--- src/rtl/mtg_pkg.sv ---
package mtg_pkg;

    localparam int unsigned PRBS_W   = 32;
    localparam int unsigned LEN_W    = 9;
    localparam int unsigned DRAW_W   = LEN_W - 1;
    localparam logic [LEN_W-1:0]  LEN_MAX  = 9'd256;
    localparam logic [PRBS_W-1:0] TAP_MASK = 32'h8020_0003;

    typedef enum logic [1:0] {
        OP_FIXED,
        OP_RANDOM,
        OP_WRITE_AT_ZERO,
        OP_READ_AT_ZERO
    } op_sel_e;

    typedef enum logic {
        LEN_FIXED,
        LEN_RANDOM
    } len_sel_e;

    typedef struct packed {
        logic             is_read;
        logic             locked;
        logic [LEN_W-1:0] len;
    } cmd_attr_t;

    function automatic op_sel_e decode_op(input logic [3:0] code);
        case (code)
            4'h2:    return OP_RANDOM;
            4'hE:    return OP_WRITE_AT_ZERO;
            4'hF:    return OP_READ_AT_ZERO;
            default: return OP_FIXED;
        endcase
    endfunction

    function automatic len_sel_e decode_len(input logic [3:0] code);
        return (code == 4'h2) ? LEN_RANDOM : LEN_FIXED;
    endfunction

    function automatic logic [PRBS_W-1:0] prbs_step(input logic [PRBS_W-1:0] s);
        return {s[PRBS_W-2:0], ^(s & TAP_MASK)};
    endfunction

    function automatic logic pick_read_bit(input logic [PRBS_W-1:0] s);
        return s[PRBS_W-1];
    endfunction

    function automatic logic [DRAW_W-1:0] pick_draw(input logic [PRBS_W-1:0] s);
        return s[DRAW_W-1:0];
    endfunction

    function automatic logic [LEN_W-1:0] clamp_len(input logic [LEN_W-1:0] v);
        if (v == '0)
            return LEN_W'(1);
        else if (v > LEN_MAX)
            return LEN_MAX;
        else
            return v;
    endfunction

endpackage

--- src/rtl/mtg_prbs.sv ---
module mtg_prbs
    import mtg_pkg::*;
#(
    parameter logic [PRBS_W-1:0] SEED = 32'h0000_0001
) (
    input  logic              clk,
    input  logic              rst,
    input  logic              advance,
    output logic [PRBS_W-1:0] state_o,
    output logic [PRBS_W-1:0] ahead_o
);

    logic [PRBS_W-1:0] state_q;

    assign ahead_o = prbs_step(state_q);
    assign state_o = state_q;

    always_ff @(posedge clk) begin
        if (rst)
            state_q <= SEED;
        else if (advance)
            state_q <= ahead_o;
    end

    // the register never falls into the all-zero lock-up state
    p_prbs_nonzero_r4: assert property (@(posedge clk) disable iff (rst)
        state_q != '0);

    // the sequence moves only on an accepted command
    p_prbs_hold_r4: assert property (@(posedge clk) disable iff (rst)
        !advance |=> $stable(state_q));

endmodule

--- src/rtl/mtg_len_pick.sv ---
module mtg_len_pick
    import mtg_pkg::*;
(
    input  logic              clk,
    input  logic              rst,
    input  logic              form,
    input  len_sel_e          sel,
    input  logic [LEN_W-1:0]  fixed_len,
    input  logic [DRAW_W-1:0] draw_bits,
    output logic [LEN_W-1:0]  len_o
);

    logic [LEN_W-1:0] remain_q, remain_d;
    logic [LEN_W-1:0] run_q, run_d;

    always_comb begin
        if (sel == LEN_RANDOM) begin
            if (remain_q == '0) begin
                len_o    = LEN_W'({1'b0, draw_bits}) + LEN_W'(1);
                remain_d = len_o - LEN_W'(1);
            end else begin
                len_o    = run_q;
                remain_d = remain_q - LEN_W'(1);
            end
        end else begin
            len_o    = clamp_len(fixed_len);
            remain_d = '0;
        end
        run_d = len_o;
    end

    always_ff @(posedge clk) begin
        if (rst) begin
            remain_q <= '0;
            run_q    <= LEN_W'(1);
        end else if (form) begin
            remain_q <= remain_d;
            run_q    <= run_d;
        end
    end

    // every formed length is inside the legal range
    p_len_legal_r7: assert property (@(posedge clk) disable iff (rst)
        form |-> (len_o != '0) && (len_o <= LEN_MAX));

    // a fresh random run leaves exactly length-1 commands to go
    p_run_start_r8: assert property (@(posedge clk) disable iff (rst)
        form && sel == LEN_RANDOM && remain_q == '0 |=> remain_q == run_q - LEN_W'(1));

    // remaining count never exceeds the run it belongs to
    p_run_bound_r8: assert property (@(posedge clk) disable iff (rst)
        remain_q < run_q);

endmodule

--- src/rtl/mtg_addr_walk.sv ---
module mtg_addr_walk
    import mtg_pkg::*;
#(
    parameter int unsigned ADDR_W         = 32,
    parameter int unsigned BYTES_PER_BEAT = 8
) (
    input  logic              clk,
    input  logic              rst,
    input  logic              accept,
    input  logic              locked,
    input  logic [LEN_W-1:0]  len,
    output logic [ADDR_W-1:0] base_o,
    output logic [ADDR_W-1:0] next_o
);

    localparam logic [ADDR_W-1:0] BEAT_BYTES = ADDR_W'(BYTES_PER_BEAT);

    logic [ADDR_W-1:0] base_q;
    logic [ADDR_W-1:0] stride;

    assign stride = ADDR_W'(len) * BEAT_BYTES;
    assign next_o = (accept && !locked) ? base_q + stride : base_q;
    assign base_o = base_q;

    always_ff @(posedge clk) begin
        if (rst)
            base_q <= '0;
        else
            base_q <= next_o;
    end

    // commands pinned to address zero leave the running address alone
    p_lock_keeps_base_r5: assert property (@(posedge clk) disable iff (rst)
        accept && locked |=> $stable(base_q));

    // the running address only moves on an acceptance
    p_base_moves_on_accept_r10: assert property (@(posedge clk) disable iff (rst)
        !accept |=> $stable(base_q));

endmodule

--- src/rtl/mtg_cmd_gen.sv ---
module mtg_cmd_gen
    import mtg_pkg::*;
#(
    parameter int unsigned       ADDR_W         = 32,
    parameter int unsigned       BYTES_PER_BEAT = 8,
    parameter logic [PRBS_W-1:0] SEED           = 32'h0000_0001
) (
    input  logic              clk,
    input  logic              rst,
    input  logic [3:0]        instr_mode,
    input  logic [3:0]        burst_mode,
    input  logic              fixed_instr,
    input  logic [LEN_W-1:0]  fixed_len,
    input  logic              pause,
    output logic              cmd_valid,
    input  logic              cmd_ready,
    output logic              cmd_is_read,
    output logic [ADDR_W-1:0] cmd_addr,
    output logic [LEN_W-1:0]  cmd_len
);

    logic              valid_q;
    cmd_attr_t         attr_q, attr_d;
    logic [ADDR_W-1:0] addr_q, addr_d;

    logic              accept;
    logic              form;
    op_sel_e           op_sel;
    len_sel_e          len_sel;
    logic [PRBS_W-1:0] prbs_state, prbs_ahead, prbs_src;
    logic [LEN_W-1:0]  picked_len;
    logic [ADDR_W-1:0] base_now, base_next;

    assign accept   = valid_q && cmd_ready;
    assign form     = !pause && (!valid_q || accept);
    assign op_sel   = decode_op(instr_mode);
    assign len_sel  = decode_len(burst_mode);
    assign prbs_src = accept ? prbs_ahead : prbs_state;

    mtg_prbs #(
        .SEED (SEED)
    ) u_prbs (
        .clk     (clk),
        .rst     (rst),
        .advance (accept),
        .state_o (prbs_state),
        .ahead_o (prbs_ahead)
    );

    mtg_len_pick u_len (
        .clk       (clk),
        .rst       (rst),
        .form      (form),
        .sel       (len_sel),
        .fixed_len (fixed_len),
        .draw_bits (pick_draw(prbs_src)),
        .len_o     (picked_len)
    );

    mtg_addr_walk #(
        .ADDR_W         (ADDR_W),
        .BYTES_PER_BEAT (BYTES_PER_BEAT)
    ) u_addr (
        .clk    (clk),
        .rst    (rst),
        .accept (accept),
        .locked (attr_q.locked),
        .len    (attr_q.len),
        .base_o (base_now),
        .next_o (base_next)
    );

    always_comb begin
        attr_d.len = picked_len;
        case (op_sel)
            OP_RANDOM: begin
                attr_d.is_read = pick_read_bit(prbs_src);
                attr_d.locked  = 1'b0;
            end
            OP_WRITE_AT_ZERO: begin
                attr_d.is_read = 1'b0;
                attr_d.locked  = 1'b1;
            end
            OP_READ_AT_ZERO: begin
                attr_d.is_read = 1'b1;
                attr_d.locked  = 1'b1;
            end
            default: begin
                attr_d.is_read = fixed_instr;
                attr_d.locked  = 1'b0;
            end
        endcase
        addr_d = attr_d.locked ? '0 : base_next;
    end

    always_ff @(posedge clk) begin
        if (rst) begin
            valid_q <= 1'b0;
            attr_q  <= '{is_read: 1'b0, locked: 1'b0, len: LEN_W'(1)};
            addr_q  <= '0;
        end else if (form) begin
            valid_q <= 1'b1;
            attr_q  <= attr_d;
            addr_q  <= addr_d;
        end else if (accept) begin
            valid_q <= 1'b0;
        end
    end

    assign cmd_valid   = valid_q;
    assign cmd_is_read = attr_q.is_read;
    assign cmd_addr    = addr_q;
    assign cmd_len     = attr_q.len;

    // an offered command is held unchanged until it is taken
    p_cmd_hold_r2: assert property (@(posedge clk) disable iff (rst)
        cmd_valid && !cmd_ready |=> cmd_valid && $stable(cmd_is_read)
                                    && $stable(cmd_addr) && $stable(cmd_len));

    // an idle generator stays idle while paused
    p_pause_idle_r11: assert property (@(posedge clk) disable iff (rst)
        !cmd_valid && pause |=> !cmd_valid);

    // commands pinned to zero carry address zero
    p_lock_addr_r5: assert property (@(posedge clk) disable iff (rst)
        cmd_valid && attr_q.locked |-> cmd_addr == '0);

    // the first command appears one clock after reset is released
    p_start_r1: assert property (@(posedge clk)
        $fell(rst) && !pause |=> cmd_valid);

endmodule

--- config.mk ---
export PLATFORM = sky130hd
export DESIGN_NAME = mtg_cmd_gen
export DESIGN_NICKNAME = d
export VERILOG_FILES = /design/src/rtl/mtg_pkg.sv /design/src/rtl/mtg_prbs.sv /design/src/rtl/mtg_len_pick.sv /design/src/rtl/mtg_addr_walk.sv /design/src/rtl/mtg_cmd_gen.sv
export SDC_FILE = /design/constraint.sdc
export NUM_CORES = 1
export LEC_CHECK = 0
export BUFFER_PORTS_ARGS = -buffer_cell sky130_fd_sc_hd__buf_2
export CORE_MARGIN = 8
export CORE_UTILIZATION = 25
export CTS_BUF_LIST = sky130_fd_sc_hd__clkbuf_4 sky130_fd_sc_hd__clkbuf_8
export DETAILED_ROUTE_END_ITERATION = 8
export SKIP_LAST_GASP = 1
export SYNTH_ARGS = -nofsm -noshare
export SYNTH_HDL_FRONTEND = slang
export SYNTH_HIERARCHICAL = 1
export SYNTH_SLANG_ARGS = --single-unit
--- constraint.sdc ---
create_clock -name clk -period 3.1 [get_ports clk]
set_input_delay 0.31 -clock clk [delete_from_list [all_inputs] [get_ports clk]]
set_output_delay 0.31 -clock clk [all_outputs]
set_load 0.02 [all_outputs]
# Word level (Yosys, flattened, before mapping)
# Cells that the tools add are included.
# Widths: inputs -> output; s select.
# op_classes
addsub,4
magnitude_cmp,1
eq_ne,8
muxes,14
reduce_logical,12
# ops
cell,n
$mux 32,3
$mux 9,6
$add 32x12->32,1
$reduce_xor 32->1,1
$logic_not 9->1,2
$sub 9x1->9 const B,2
$pmux 2 s3,2
$add 8x1->9 const B,1
$gt 9x9->1 const B,1
$eq 4x2->1 const B,2
$eq 4x4->1 const B,2
$eq 2x2->1 const B,2
$logic_and 1x1->1,3
$logic_not 1->1,3
$mux 1,3
$eq 2x1->1 const B,1
$ne 2x1->1 const B,1
$reduce_and 2->1,1
$reduce_bool 2->1,1
$logic_or 1x1->1,1
# word_totals
ff_bits,117
input_bits,22
output_inout_bits,43
wordCells,48

# Longest topological paths before layout
# Gate-level depths: netlist of the first run.
# logic_depth
depth_word,6
ltp_mapped,12

# Cells and area by module
# Netlist of the first run, hierarchy kept.
# modules_own_cells
mod,n_inst,cells_each,area_each_um2,seq_area_each_um2
mtg_addr_walk,1,249,2009.4,580.6
mtg_cmd_gen,1,189,1737.9,880.8
mtg_len_pick,1,182,1397.6,360.3
mtg_prbs,1,138,1383.8,640.6

# Worst setup path after synthesis of the first run
# OpenSTA, ideal clock, no wires.
# synth_path
kind,reg2reg
startpoint,register u_prbs.state_q[31] (netlist: u_prbs/state_o[31])
endpoint,register u_len.remain_q[5]
setup_ns,0.121
arrival_ns,2.643
t_required_ns,2.979
path_slack_ns,0.336
stages_incl_launch_ff,11
n_path_buf,0
period_less_slack_ns,2.764
path_cell_list,dfxtp_1 > xnor3_1 > xnor2_1 > mux2_2 > ha_1 > xor2_1 > nor3b_1 > o21ai_1 > or4b_1 > a31oi_1 > o21ai_1
# synth_between
elab_chain_cells,6
# synth_rtl
element,line_no,rtl
"start, declared",mtg_prbs.sv:13,logic [PRBS_W-1:0] state_q;
"start signal, assigned",mtg_prbs.sv:22,state_q <= ahead_o;
$reduce_xor 32->1,mtg_pkg.sv:41,"return {s[PRBS_W-2:0], ^(s & TAP_MASK)};"
named net prbs_ahead[0],mtg_cmd_gen.sv:30,"logic [PRBS_W-1:0] prbs_state, prbs_ahead, prbs_src;"
$mux 32,--,
named net prbs_src[0],mtg_cmd_gen.sv:30,
$add 8x1->9,mtg_len_pick.sv:19,"len_o = LEN_W'({1'b0, draw_bits}) + LEN_W'(1);"
$sub 9x1->9,mtg_len_pick.sv:20,remain_d = len_o - LEN_W'(1);
$mux 9,mtg_len_pick.sv:18,if (remain_q == '0) begin
$mux 9,mtg_len_pick.sv:17,if (sel == LEN_RANDOM) begin
"end signal, assigned",mtg_len_pick.sv:37,remain_q <= remain_d;
"end, declared",mtg_len_pick.sv:13,"logic [LEN_W-1:0] remain_q, remain_d;"
# The timed path passes the listed nets, and every way through them passes these cells.
# A chain may end at the register's enable or synchronous reset.

# Final worst setup path of the first run
# layout_path
startpoint,register u_prbs.state_q[1] (netlist: u_prbs/state_o[1])
endpoint,register u_len.remain_q[8]
# Same word-level chain as after synthesis.

==> parameters.txt, run 1 <==
Parameter                              Value

Status
  Outcome    finished clean

Floorplanning
  Die outline height    175 um
  Total I/O pin count    between 60 and 70
  Die X-Extent    175 um
  Initial cell density of the core    0.253
  Placement Rows    58
  Die area    a little over 30000 um2
  Core Region    roughly 25000 um2

Power and ir drop
  Power density over the cells    just under 500 nW/um2
  Final Power    between 3 and 4 mW
  Peak supply drop    roughly 0.26 mV
  Standby leakage power    3.00 nW

Layout
  Highest-count cells in the layout ignoring fill and taps    dfxtp_1 (123), nor2_1 (101), nand2_1 (70)
  Most common cell after layout, fill and taps aside    dfxtp_1
  Final Cell Area    ~7300 um2
  Proportion of layout cells with a drive suffix above 1    0.198
  Final layout net count    804
  Number of diodes    0
  Area growth from synthesis to final layout    15.7%

Detailed routing
  Final ANT Viol Nets    0
  First-iteration detailed-routing DRC count    283
  1st-pass router iterations    5
  Final Routed Wirelength    15.4 mm
  Wire per inst    13.8 um
  Count of vias placed by the detailed router    around 5000
  Residual DRC count    0
  Via-per-instance ratio    about 4.6

Worst setup path
  Arrival time of data at the critical path endpoint    3.24 ns
  Worst path cell trace    xnor3_1 -> xnor2_1 -> mux2_4 -> ha_4 -> a21oi_1 -> ha_2 -> nor2b_2 -> nand2_1 -> nor4_4 -> mux2i_1 -> o2bb2ai_1
  Sort of element at the start of the critical path    register
  Critical path's slowest cell    dfxtp_1
  Top cell family by delay on the critical path    simple AND/OR/NAND/NOR gates
  Top fanout value on the critical path    6
  Worst setup path class    reg -> reg
  Required time of the critical path    ~3.4 ns
  Flop2flop setup slack    between 0.15 and 0.2 ns
  Sum of buffers and inverters on the critical path    0
  Critical path's largest stage delay    around 0.41 ns
  Worst setup EP type    register

Placement
  Final weighted congestion of routability-driven global placement    0.857
  Number of input and output port buffers inserted    64
  HPWL after detailed placement    11.1 mm
  Area of placed instances    6860 um2

Flow run
  Reported max-cap violation count    0

Clock tree
  Clock latency on the worst-skew pair    ~0.44 ns
  Buffer cell driving the clock tree root    clkbuf_8
  Clk pin slew, worst setup/hold paths    0.08 ns
  H-tree lvl count    4
  Buffer levels on the longest clock path    2
  Hold-fix buffers, CTS    0
  CTS tree    yes
  CTS buffer count    17
  Total clock sinks    123

Synthesis
  Post-Synthesis Cells    732
  Post-synth design cell area    between 6000 and 7000 um2
  Average footprint of a synthesized cell    8.65 um2
  Warning count from the yosys run    6

Timing
  Hold Fails Final Rpt    0
  Shortest clock period the worst path allows after layout    2.90 ns
  Max-slew headroom    0.558
  Transition at the pin with the smallest max-transition slack    between 0.6 and 0.7 ns
  RSZ-0062 raised after global routing    no
  TNS Setup    0 ns
  Achievable frequency    344 MHz
  Final cycle utilization of the critical path    0.937
  Final Max Tran Viols    0
  Setup violations, final    0
  Setup skew after layout    0.00953 ns

Global routing
  Pin count of the biggest net entering global routing    59
  Grt ovf    0
  Number of global-route vias before repair    4943
  Total track usage    0.102
  Wire length of the first global-routing pass    25.6 mm
  Number of antenna violations at the first check in global routing    0

Min path
  Hold crit path type    in -> reg
-- power breakdown --
part / switching, mW / leakage, nW / internal (mW)
Clock: 0.681 / 0.215 / 0.899
Sequential: 0.0195 / 0.995 / 1.60
Combinational: 0.215 / 1.79 / 0.127
-- path summary, 6_finish.rpt --
| path | end | startpoint | depth (start not counted) |
|---|---|---|---|
| worst max register to register | u_len/remain_q[8]$_SDFFE_PP0P_ | u_prbs/state_o[1]$_SDFFE_PP0P_ | 11 |
| worst min register to register | u_len/run_q[0]$_SDFFE_PP1P_ | u_len/run_q[0]$_SDFFE_PP1P_ | 1 |
| worst max-delay path | u_len/remain_q[8]$_SDFFE_PP0P_ | u_prbs/state_o[1]$_SDFFE_PP0P_ | 11 |
| worst min-delay path | cmd_valid$_SDFFE_PP0P_ | pause | 2 |
-- layout make-up --
cell class              instances  area (um2)
clock buffers                  18         248
clock inverters                14         193
fillers                      2641       17700
inverters                      14        52.6
multi-input cells             537        3540
flip-flops and latches        123        2460
well taps                     330         413
repair buffers                 77         420
-- sequential cells by signal (all words and copies together), names as in the netlist --
register,count
cmd_addr,32
u_prbs/state_o,32
u_addr/base_o,29
cmd_len,9
u_len/remain_q,9
u_len/run_q,9
attr_q,1
cmd_is_read,1
cmd_valid,1
-- per-stage QoR --
stage          hold WS (ns)  instances  setup slack [ns]  utilization
2_1_floorplan         0.382        734             0.336            -
3_3_place_gp          0.447       1081             0.181        0.274
4_1_cts              0.0746       1113             0.113        0.292
5_1_grt              0.0807       1113            0.0201        0.293
3_5_place_dp          0.456       1081             0.121        0.274
6_report              0.107       1113             0.195        0.293
-- per-layer routing --
| metal | global-route usage | vias to the layer above | share of wire |
|---|---|---|---|
| met5 | 0 | - | 0 |
| met4 | 0.0389 | 0 | 0.021 |
| met3 | 0.0259 | 19 | 0.049 |
| met2 | 0.160 | 96 | 0.44 |
| met1 | 0.133 | 2398 | 0.49 |
| li1 | - | 2640 | - |
-- what timing repair did --
| action | CTS | global route |
|---|---|---|
| setup buffers | 0 | 0 |
| resized for setup | 0 | 5 |
| endpoints found under the setup margin | 0 | 4 |
Power figures use the tool's default switching activity.
==> run 2, diff against run 1 <==
BUFFER_PORTS_ARGS = not set   (was -buffer_cell sky130_fd_sc_hd__buf_2)
DONT_BUFFER_PORTS = 1   (was not set)
==> run 2 against run 1 <==
Combinational power shrank 11%. Fmax grew 0.31%. Sequential power is essentially flat. Largest power group unchanged. Power shrank 6.2%. Critical endpoint unchanged. Global-route usage grew 0.11 points. Worst setup slack gained 0.0091 ns. Count of clock-buffer cells in the layout grew 3. Final cell count shrank 5.7%. Wire length grew 1.9%. First-iteration DRC count grew 5.3%. Register-to-register slack is essentially flat. Clock power shrank 13%.
==> parameters.txt, run 2 (synthesis results as in run 1) <==
Parameter                              Value

Status
  Outcome    finished clean

Worst setup path
  Required time of the critical path    3.43 ns (about the same)
  Sum of buffers and inverters on the critical path    0 (unchanged)
  Worst setup path class    reg -> reg
  Top cell family by delay on the critical path    XOR/XNOR gates
  Arrival time of data at the critical path endpoint    3.22 ns (-0.02 ns)
  Sort of element at the start of the critical path    register
  Worst setup EP type    register
  Count of cells along the worst register-to-register path    11 (unchanged)
  Critical path's slowest cell    xnor3_1
  Critical path's largest stage delay    0.44 ns (+0.03 ns)
  Reg2Reg Launch Point    u_prbs/state_o[21]$_SDFFE_PP0P_
  Most used cell, CP    ha_2
  Worst path cell trace    xnor3_1 -> xnor2_1 -> mux2_2 -> ha_2 -> a21oi_1 -> ha_2 -> nor2b_2 -> nand2_1 -> nor4_4 -> mux2i_1 -> o2bb2ai_1
  Flop2flop setup slack    0.20 ns (about the same)
  Top fanout value on the critical path    6 (unchanged)
  FF-to-FF End    u_len/remain_q[8]$_SDFFE_PP0P_

Detailed routing
  Highest signal layer in the routed design    met4
  Final Routed Wirelength    15.7 mm (+1.9%)
  Via-per-instance ratio    4.71 (+1.8%)
  Wire per inst    14.9 um (+8.0%)
  1st-pass router iterations    4 (-1)
  Count of vias placed by the detailed router    4947 (-4.0%)
  Final ANT Viol Nets    0 (unchanged)
  First-iteration detailed-routing DRC count    298 (+5.3%)
  DR WL met2    7.22 mm (+6.1%)
  Routed met3 length    1.07 mm (+43%)
  Residual DRC count    0 (unchanged)
  DRT met1 WL    7.12 mm (-5.4%)

Clock tree
  H-tree lvl count    4 (unchanged)
  CTS buffer count    17 (unchanged)
  CTS tree    yes
  Clock latency on the worst-skew pair    0.44 ns (about the same)
  Clk pin slew, worst setup/hold paths    0.07 ns (about the same)
  Total clock sinks    123 (unchanged)
  Buffer cell driving the clock tree root    clkbuf_8
  Buffer levels on the longest clock path    2 (unchanged)

Layout
  Area growth from synthesis to final layout    10.3%
  Final layout net count    744 (-7.5%)
  Proportion of layout cells with a drive suffix above 1    0.125 (-0.0730)
  Most common cell after layout, fill and taps aside    dfxtp_1
  Number of diodes    0 (unchanged)
  Number of filler cells placed in the layout    2626 (-0.57%)
  Highest-count cells in the layout ignoring fill and taps    dfxtp_1 (123), nor2_1 (101), nand2_1 (70)

Floorplanning
  Die area    30700 um2 (unchanged)
  Die outline height    175 um (unchanged)
  Placement Rows    58 (unchanged)
  Die X-Extent    175 um (unchanged)
  Total I/O pin count    65 (unchanged)
  Core Region    25000 um2 (unchanged)
  Initial cell density of the core    0.253 (unchanged)

Placement
  Number of input and output port buffers inserted    0 (-100%)
  Final weighted congestion of routability-driven global placement    0.844 (-1.4%)
  Post-Place Setup Slack    0.141 ns (+0.0197 ns)
  HPWL after detailed placement    10.9 mm (-2.5%)

Timing
  Setup skew after layout    0.0107 ns (+0.00115 ns)
  Hold Fails Final Rpt    0 (unchanged)
  Shortest clock period the worst path allows after layout    2.90 ns (-0.00912 ns)
  Final cycle utilization of the critical path    0.934 (-0.00294)
  Final Max Tran Viols    0 (unchanged)
  Setup violations, final    0 (unchanged)
  Worst setup slack after layout    0.204 ns (+0.00912 ns)
  Transition at the pin with the smallest max-transition slack    0.531 ns (-0.131 ns)
  Max-slew headroom    0.646 (+0.0876)
  Achievable frequency    345 MHz (+0.31%)

Power and ir drop
  Standby leakage power    2.68 nW (-11%)
  Peak supply drop    0.191 mV (-27%)
  Power density over the cells    476 nW/um2 (-1.6%)
  Final Power    3.32 mW (-6.2%)

Global routing
  Total track usage    0.103 (+0.00109)
  Number of global-route vias before repair    4710 (-4.7%)
  Grt ovf    0 (unchanged)
  Number of antenna violations at the first check in global routing    0 (unchanged)
  Wire length of the first global-routing pass    25.4 mm (-0.89%)
  Pin count of the biggest net entering global routing    108 (+83%)

Min path
  Instance count along the most critical hold path    2 (unchanged)
  Hold crit path type    in -> reg
  Min-delay src    rst
  Hold-critical path endpoint    u_len/run_q[6]$_SDFFE_PP0P_

Flow run
  Reported max-cap violation count    0 (unchanged)
-- run 2: cell types whose count changed in the layout (fill, tap and decap cells not counted), moves of 2 or more --
cell and change:
buf_2 -63, clkbuf_8 +2, bufinv_16 -2, dlygate4sd3_1 +2, clkinv_4 -2, inv_6 -2
-- run 2: routing by layer --
| metal | GRT usage | vias up |
|---|---|---|
| met2 | 0.165 | 99 |
| met4 | 0.0413 | 0 |
| li1 | - | 2522 |
| met3 | 0.0365 | 22 |
| met1 | 0.124 | 2304 |
| met5 | 0 | - |
-- run 2: worst reg2reg max path, delay by kind of cell, from the launching register on --
| family | cells | cell delay (ns) |
|---|---|---|
| AOI/OAI and AO/OA | 2 | 0.22 |
| xor gates and xnor gates | 2 | 0.58 |
| adders and majority gates | 2 | 0.53 |
| DFF | 1 | 0.36 |
| muxes | 2 | 0.52 |
| and+or+nand+nor | 3 | 0.58 |
-- run 2: area by class of cell --
type / instances / area [um2] / share of cell area
multi-input combinational: 537 / 3530 / 0.505
clock inverter: 8 / 95.1 / 0.0136
clock buffer: 21 / 283 / 0.0405
sequential: 123 / 2460 / 0.353
inverter: 14 / 52.6 / 0.00752
timing repair buffer: 17 / 153 / 0.0219
tap: 330 / 413 / 0.0591
-- run 2: timing repair --
action / CTS / global route
gates resized for setup: 0 / 4
hold buffers: 3 / 0
setup endpoints to repair: 0 / 1
endpoints found under the hold margin: 107 / 0
buffers inserted: 0 / 1
-- run 2: how the worst max path moves through the flow --
stage	start	end	slack, ns	depth (start not counted)
2_1_floorplan	u_prbs/state_o[31]$_SDFFE_PP0P_	u_len/remain_q[5]$_SDFFE_PP0P_	0.34	10
3_3_place_gp	u_prbs/state_o[31]$_SDFFE_PP0P_	u_len/remain_q[8]$_SDFFE_PP0P_	0.17	11
3_5_place_dp	u_prbs/state_o[31]$_SDFFE_PP0P_	u_len/remain_q[8]$_SDFFE_PP0P_	0.14	11
4_1_cts	u_prbs/state_o[31]$_SDFFE_PP0P_	u_len/remain_q[8]$_SDFFE_PP0P_	0.13	10
5_1_grt	u_prbs/state_o[21]$_SDFFE_PP0P_	u_len/remain_q[8]$_SDFFE_PP0P_	-0.01	11
6_report	u_prbs/state_o[21]$_SDFFE_PP0P_	u_len/remain_q[8]$_SDFFE_PP0P_	0.20	11
-- run 2: per-stage QoR --
step / area, um2 / setup TNS, ns / hold slack [ns] / utilization / cells
after floorplan: 6340 / 0 / 0.382 / - / 734
after global placement: 6540 / 0 / 0.397 / 0.261 / 1017
after detailed placement: 6540 / 0 / 0.400 / 0.261 / 1017
after CTS: 6960 / 0 / 0.00431 / 0.278 / 1049
after global routing: 6980 / -0.0132 / 0.0209 / 0.279 / 1050
final: 6980 / 0 / 0.0446 / 0.279 / 1050
-- run 2: where the power goes --
| group | internal [mW] | switching, mW | total, mW |
|---|---|---|---|
| Clock | 0.767 | 0.616 | 1.38 |
| Combinational | 0.114 | 0.188 | 0.302 |
| Sequential | 1.61 | 0.0341 | 1.64 |
| Total | 2.49 | 0.838 | 3.32 |
